--- config.mk ---
export PLATFORM = sky130hd
export DESIGN_NAME = nsp_top
export DESIGN_NICKNAME = d
export VERILOG_FILES = /design/src/rtl/nsp_pkg.sv /design/src/rtl/nsp_array.sv /design/src/rtl/nsp_sequencer.sv /design/src/rtl/nsp_status_mux.sv /design/src/rtl/nsp_top.sv
export SDC_FILE = /design/constraint.sdc
export NUM_CORES = 2
export LEC_CHECK = 0
export BUFFER_PORTS_ARGS = -buffer_cell sky130_fd_sc_hd__buf_2
export CELL_PAD_IN_SITES_DETAIL_PLACEMENT = 1
export CELL_PAD_IN_SITES_GLOBAL_PLACEMENT = 1
export CORE_ASPECT_RATIO = 1.2
export CORE_MARGIN = 5
export CORE_UTILIZATION = 36
export DETAILED_ROUTE_END_ITERATION = 6
export HOLD_SLACK_MARGIN = 0.12
export PLACE_DENSITY_LB_ADDON = 0.1
export SYNTH_ARGS = -nofsm -noshare
export SYNTH_HDL_FRONTEND = slang
export SYNTH_SLANG_ARGS = --single-unit
--- constraint.sdc ---
create_clock -name clk -period 9.71 [get_ports clk]
set_clock_uncertainty 0.15 [all_clocks]
set_input_delay 2.4275 -clock clk [delete_from_list [all_inputs] [get_ports clk]]
set_output_delay 2.4275 -clock clk [all_outputs]
set_load 0.02 [all_outputs]
--- src/rtl/nsp_pkg.sv ---
package nsp_pkg;
  typedef enum logic [2:0] {
    ST_IDLE,
    ST_PROG,
    ST_PPROT,
    ST_ERASE,
    ST_EPROT
  } nsp_state_e;
endpackage

--- src/rtl/nsp_array.sv ---
module nsp_array #(
  parameter int ADDR_W = 8,
  parameter int DATA_W = 8
) (
  input  logic              clk,
  input  logic              we,
  input  logic [ADDR_W-1:0] wa,
  input  logic [DATA_W-1:0] wd,
  input  logic [ADDR_W-1:0] ra,
  output logic [DATA_W-1:0] q
);
  localparam int DEPTH = 1 << ADDR_W;

  logic [DATA_W-1:0] mem [DEPTH];

  always_ff @(posedge clk) begin
    if (we) mem[wa] <= wd;
    q <= mem[ra];
  end
endmodule

--- src/rtl/nsp_sequencer.sv ---
module nsp_sequencer
  import nsp_pkg::*;
#(
  parameter int ADDR_W            = 8,
  parameter int DATA_W            = 8,
  parameter int SECT_W            = 2,
  parameter int PROG_CYCLES       = 20,
  parameter int PROG_PROT_CYCLES  = 8,
  parameter int ERASE_PROT_CYCLES = 40
) (
  input  logic                   clk,
  input  logic                   rst,
  input  logic                   start_prog,
  input  logic                   start_erase,
  input  logic [ADDR_W-1:0]      op_addr,
  input  logic [DATA_W-1:0]      op_data,
  input  logic [(1<<SECT_W)-1:0] erase_sel,
  input  logic [(1<<SECT_W)-1:0] sect_prot,
  output nsp_state_e             state,
  output logic [ADDR_W-1:0]      op_addr_q,
  output logic [DATA_W-1:0]      op_data_q,
  output logic [(1<<SECT_W)-1:0] sel_q,
  output logic                   wr_en,
  output logic [ADDR_W-1:0]      wr_addr,
  output logic [DATA_W-1:0]      wr_data
);
  localparam int NSECT   = 1 << SECT_W;
  localparam int MAX_A   = (PROG_CYCLES > PROG_PROT_CYCLES) ? PROG_CYCLES : PROG_PROT_CYCLES;
  localparam int MAX_CNT = (MAX_A > ERASE_PROT_CYCLES) ? MAX_A : ERASE_PROT_CYCLES;
  localparam int CNT_W   = $clog2(MAX_CNT + 1);

  logic [CNT_W-1:0]  cnt;
  logic [ADDR_W-1:0] walk;
  logic [NSECT-1:0]  ers_q;
  logic [NSECT-1:0]  ers_now;
  logic [SECT_W-1:0] prog_sect;
  logic [SECT_W-1:0] walk_sect;

  assign ers_now   = erase_sel & ~sect_prot;
  assign prog_sect = op_addr[ADDR_W-1 -: SECT_W];
  assign walk_sect = walk[ADDR_W-1 -: SECT_W];

  always_ff @(posedge clk) begin
    if (rst) begin
      state     <= ST_IDLE;
      cnt       <= '0;
      walk      <= '0;
      op_addr_q <= '0;
      op_data_q <= '0;
      sel_q     <= '0;
      ers_q     <= '0;
    end else begin
      case (state)
        ST_IDLE: begin
          if (start_prog) begin
            op_addr_q <= op_addr;
            op_data_q <= op_data;
            sel_q     <= '0;
            ers_q     <= '0;
            if (sect_prot[prog_sect]) begin
              state <= ST_PPROT;
              cnt   <= CNT_W'(PROG_PROT_CYCLES - 1);
            end else begin
              state <= ST_PROG;
              cnt   <= CNT_W'(PROG_CYCLES - 1);
            end
          end else if (start_erase) begin
            sel_q <= erase_sel;
            ers_q <= ers_now;
            walk  <= '0;
            if (ers_now == '0) begin
              state <= ST_EPROT;
              cnt   <= CNT_W'(ERASE_PROT_CYCLES - 1);
            end else begin
              state <= ST_ERASE;
            end
          end
        end
        ST_PROG, ST_PPROT, ST_EPROT: begin
          if (cnt == '0) state <= ST_IDLE;
          else           cnt   <= cnt - 1'b1;
        end
        ST_ERASE: begin
          walk <= walk + 1'b1;
          if (walk == {ADDR_W{1'b1}}) state <= ST_IDLE;
        end
        default: state <= ST_IDLE;
      endcase
    end
  end

  always_comb begin
    wr_en   = 1'b0;
    wr_addr = op_addr_q;
    wr_data = op_data_q;
    if (state == ST_PROG && cnt == '0) begin
      wr_en = 1'b1;
    end else if (state == ST_ERASE) begin
      wr_en   = ers_q[walk_sect];
      wr_addr = walk;
      wr_data = '1;
    end
  end
endmodule

--- src/rtl/nsp_status_mux.sv ---
module nsp_status_mux
  import nsp_pkg::*;
#(
  parameter int ADDR_W = 8,
  parameter int DATA_W = 8,
  parameter int SECT_W = 2
) (
  input  logic                   clk,
  input  logic                   rst,
  input  nsp_state_e             state,
  input  logic [ADDR_W-1:0]      op_addr_q,
  input  logic [DATA_W-1:0]      op_data_q,
  input  logic [(1<<SECT_W)-1:0] sel_q,
  input  logic [ADDR_W-1:0]      rd_addr,
  input  logic [DATA_W-1:0]      mem_q,
  output logic [DATA_W-1:0]      rd_data
);
  logic              prog_like;
  logic              erase_like;
  logic              valid;
  logic              flag;
  logic              use_stat_q;
  logic [DATA_W-1:0] stat_q;

  assign prog_like  = (state == ST_PROG)  || (state == ST_PPROT);
  assign erase_like = (state == ST_ERASE) || (state == ST_EPROT);

  always_comb begin
    valid = 1'b0;
    flag  = 1'b0;
    if (prog_like) begin
      valid = (rd_addr == op_addr_q);
      flag  = ~op_data_q[DATA_W-1];
    end else if (erase_like) begin
      valid = sel_q[rd_addr[ADDR_W-1 -: SECT_W]];
    end
  end

  always_ff @(posedge clk) begin
    if (rst) begin
      use_stat_q <= 1'b0;
      stat_q     <= '1;
    end else begin
      use_stat_q <= prog_like || erase_like;
      stat_q     <= valid ? {flag, {(DATA_W-1){1'b1}}} : '1;
    end
  end

  assign rd_data = use_stat_q ? stat_q : mem_q;
endmodule

--- src/rtl/nsp_top.sv ---
module nsp_top
  import nsp_pkg::*;
#(
  parameter int ADDR_W            = 8,
  parameter int DATA_W            = 8,
  parameter int SECT_W            = 2,
  parameter int PROG_CYCLES       = 20,
  parameter int PROG_PROT_CYCLES  = 8,
  parameter int ERASE_PROT_CYCLES = 40
) (
  input  logic                   clk,
  input  logic                   rst,
  input  logic                   start_prog,
  input  logic                   start_erase,
  input  logic [ADDR_W-1:0]      op_addr,
  input  logic [DATA_W-1:0]      op_data,
  input  logic [(1<<SECT_W)-1:0] erase_sel,
  input  logic [(1<<SECT_W)-1:0] sect_prot,
  input  logic [ADDR_W-1:0]      rd_addr,
  output logic [DATA_W-1:0]      rd_data,
  output logic                   busy
);
  nsp_state_e              state;
  logic [ADDR_W-1:0]       op_addr_q;
  logic [DATA_W-1:0]       op_data_q;
  logic [(1<<SECT_W)-1:0]  sel_q;
  logic                    wr_en;
  logic [ADDR_W-1:0]       wr_addr;
  logic [DATA_W-1:0]       wr_data;
  logic [DATA_W-1:0]       mem_q;

  nsp_sequencer #(
    .ADDR_W(ADDR_W), .DATA_W(DATA_W), .SECT_W(SECT_W),
    .PROG_CYCLES(PROG_CYCLES), .PROG_PROT_CYCLES(PROG_PROT_CYCLES),
    .ERASE_PROT_CYCLES(ERASE_PROT_CYCLES)
  ) u_seq (
    .clk(clk), .rst(rst),
    .start_prog(start_prog), .start_erase(start_erase),
    .op_addr(op_addr), .op_data(op_data),
    .erase_sel(erase_sel), .sect_prot(sect_prot),
    .state(state), .op_addr_q(op_addr_q), .op_data_q(op_data_q), .sel_q(sel_q),
    .wr_en(wr_en), .wr_addr(wr_addr), .wr_data(wr_data)
  );

  nsp_array #(.ADDR_W(ADDR_W), .DATA_W(DATA_W)) u_arr (
    .clk(clk), .we(wr_en), .wa(wr_addr), .wd(wr_data),
    .ra(rd_addr), .q(mem_q)
  );

  nsp_status_mux #(.ADDR_W(ADDR_W), .DATA_W(DATA_W), .SECT_W(SECT_W)) u_mux (
    .clk(clk), .rst(rst), .state(state),
    .op_addr_q(op_addr_q), .op_data_q(op_data_q), .sel_q(sel_q),
    .rd_addr(rd_addr), .mem_q(mem_q), .rd_data(rd_data)
  );

  assign busy = (state != ST_IDLE);
endmodule

==> impl_metrics.yaml <==
drt:
  drc: 0
  ant_nets: 0
  wl_per_cell_microns: 31.8
  drt_first_pass_iters: 5
  vias_per_cell: 5.43
  via_count: 40300
  wl_mm: 236
  drt_iter0_drc: 3483
cts:
  cts-hold-fix-buffers: 0
  clk_pin_slew_worst_paths_ns: 0.06
  cts-root-buf: "clkbuf_16"
  numCtsBuffers: 214
  numClockSinks: 2099
  htree_levels: 4
  cts_tree: "done"
  worstSkewPairLatency_ns: 0.86
  clk_path_buf_depth: 3
  post_cts_resized: 0
  cts_setup_buffers: 0
synthesis:
  async_flop_share_pct: 0
  netlist_area_sq_um: 81800
  synth.most_common_cell: "edfxtp_1"
  synthFlopType: "edfxtp_1"
  syn_inst: 4145
  yosysWarningCount: 0
  synth_top_area_share_pct: 75.2
  synth-seq-cells: 2099
  synth_area_leader_cell: "edfxtp_1"
  synth_edf_count: 2048
  syn_nets: 4183
  synth_area_per_cell_sq_um: 19.7
  synth.top_cells.by_count: "edfxtp_1, mux4_2, nor2_1"
  yosysUniqueCellTypes: 60
  synth-seq-area-share_pct: 76.4
  yosys-top-cells-area: "edfxtp_1, mux4_2, mux2i_1"
timing:
  slew_headroom_pct: 4.53
  finalSetupTns_ns: 0
  fin_ws_ns: 3.36
  tightest_slew_ns: 1.43
  setup_violations: 0
  final_hold_viol_count: 0
  fin_crit_ns: 6.35
  fmax_mhz: 158
  layout_worst_path_cycle_share_pct: 65.4
  finalHoldWorstSlack_ns: 0.304
  slew_viol_final: 0
  rsz0062_at_grt: "no"
floorplanning:
  die_height_microns: 532
  num_io_pins: 45
  start_util_pct: 36.2
  row_count: 191
  die_area_sq_um: 237000
  dieWidth_microns: 445
  core_area_sq_um: 226000
grt:
  antenna_found_initial: 10
  grt_pass1_vias: 42700
  grt_overflow: 0
  grt_pass1_wl_mm: 334
  grt_max_degree: 200
  grt_usage_pct: 19.7
worst_setup_path:
  worst_ep_required_time_ns: 10.23
  path_cells: "buf_8, buf_12, buf_4, mux4_2, a22o_1, a221oi_1, o2bb2ai_1, a221oi_1, nor3_1"
  cp.buffers_inverters: 3
  critPathArrivalTime_ns: 6.87
  crit_top_cell: "a221oi_1"
  cpMaxStageDelayCell: "a221oi_1"
  crit_family: "compound AO/OA/AOI/OAI gates"
  crit_path_start_kind: "input pin"
  slowest_delay_ns: 1.12
  path_class: "input pin to register"
  crit_path_end_kind: "register"
  critPathMaxFanout: 80
run:
  cap_violations: 0
place:
  pre_cts_ws_ns: 2.65
  place_area_sq_um: 85300
  hpwl_mm: 142
  io_buffers: 44
  routabilityCongestion: 0.752
power_and_ir_drop:
  power.leakage_nw: 28.8
  ir_worst_vdd_mv: 0.185
  power_density_nw_per_um2: 232
  total_power_w: 0.0214
layout:
  nNetsFinal: 4282
  area_growth_pct: 12.8
  fin_area_sq_um: 92200
  layout-drive-gt1-share_pct: 21.6
outcome:
  outcome: "finished clean"
hold_path:
  hp-class: "register to register"
per-stage QoR:
stage / instances / utilization (%)
finish: 7420 / 40.8
global route: 7420 / 40.8
CTS: 7419 / 40.8
detailed placement: 7019 / 37.8
global placement: 7018 / 37.8
floorplan: 4145 / -
area by class of cell:
type                    instances  area (sq um)
diodes                          1          2.50
clock buffers                 265          5640
clock inverters               135          1310
fillers                     21300        134000
inverters                       8          30.0
multi-input cells            1790         17900
flip-flops and latches       2099         62500
well taps                    2991          3740
repair buffers                131          1040
worst paths after layout:
check                                                startpoint                         endpoint  slack, ns  cells after the start
worst min-delay path            u_seq.op_data_q[2]$_SDFFE_PP0P_  u_seq.op_data_q[2]$_SDFFE_PP0P_       0.30                      2
worst min register to register  u_seq.op_data_q[2]$_SDFFE_PP0P_  u_seq.op_data_q[2]$_SDFFE_PP0P_       0.30                      2
worst max-delay path                                 rd_addr[1]               u_arr.q[6]$_DFF_P_       3.36                      9
worst max register to register        u_seq.cnt[0]$_SDFFE_PP0P_      u_arr.mem[119][7]$_DFFE_PP_       5.19                      9
state kept, by name, indices dropped and copies added, names as in the netlist:
signal	flops
u_seq.state	3
u_arr.mem	2048
u_mux.stat_q	1
u_seq.op_data_q	8
u_mux.use_stat_q	1
u_seq.walk	8
u_seq.ers_q	4
u_seq.cnt	6
u_arr.q	8
u_seq.sel_q	4
u_seq.op_addr_q	8
cell families (layout without fill, tap and decap cells):
family	after synthesis	count (layout)	synth area share, %
AOI/OAI and AO/OA	476	476	3.93
DFF	2099	2099	76.4
xor gates and xnor gates	15	15	0.161
adders and majority gates	2	2	0.0306
muxes	625	625	14.1
buffers and inverters	256	539	1.77
and+or+nand+nor	672	672	3.60
other	0	1	0
power breakdown:
group	internal, W	switching, W
clock	0.00468	0.00354
combinational	0.000459	0.00185
sequential	0.0108	0.0000623
total	0.0159	0.00546
worst register-to-register path, stage by stage (launching register included):
cell and delay, ns:
dfxtp_1 0.33, inv_1 0.06, ha_1 0.15, nand2b_1 0.08, or4_1 0.48, o21ai_1 0.22, nand2_1 0.16, nor2_1 0.73
nand2_1 0.77, nor2_1 1.01
per-layer routing:
metal / GRT usage (%) / vias to the layer above / part of all wire, % / routed length (microns)
met5: 0 / - / 0 / 0
met4: 5.44 / 0 / 2.7 / 6270
met3: 2.55 / 276 / 3.7 / 8680
met2: 34.4 / 797 / 52 / 122000
li1: - / 17300 / - / -
met1: 26.0 / 22000 / 42 / 99300
cells in the final DEF, fill, tap and decap left out, drive strengths merged, types with 7 or more instances in the layout:
master | Yosys | layout
a2111oi | 8 | 8
a211oi | 27 | 27
a21oi | 124 | 124
a221oi | 8 | 8
a22oi | 123 | 123
buf | 142 | 131
bufinv | 0 | 21
clkbuf | 106 | 265
clkinv | 0 | 103
dfxtp | 51 | 51
edfxtp | 2048 | 2048
inv | 8 | 14
mux2 | 49 | 49
mux2i | 163 | 163
mux4 | 413 | 413
nand2 | 129 | 129
nand2b | 29 | 29
nand3 | 23 | 23
nand3b | 10 | 10
nor2 | 346 | 346
nor2b | 11 | 11
nor3 | 59 | 59
nor4 | 20 | 20
o21ai | 38 | 38
o221ai | 42 | 42
o22ai | 71 | 71
o41ai | 7 | 7
or2 | 20 | 20
xor2 | 10 | 10
(Power assumes the default switching activity.)
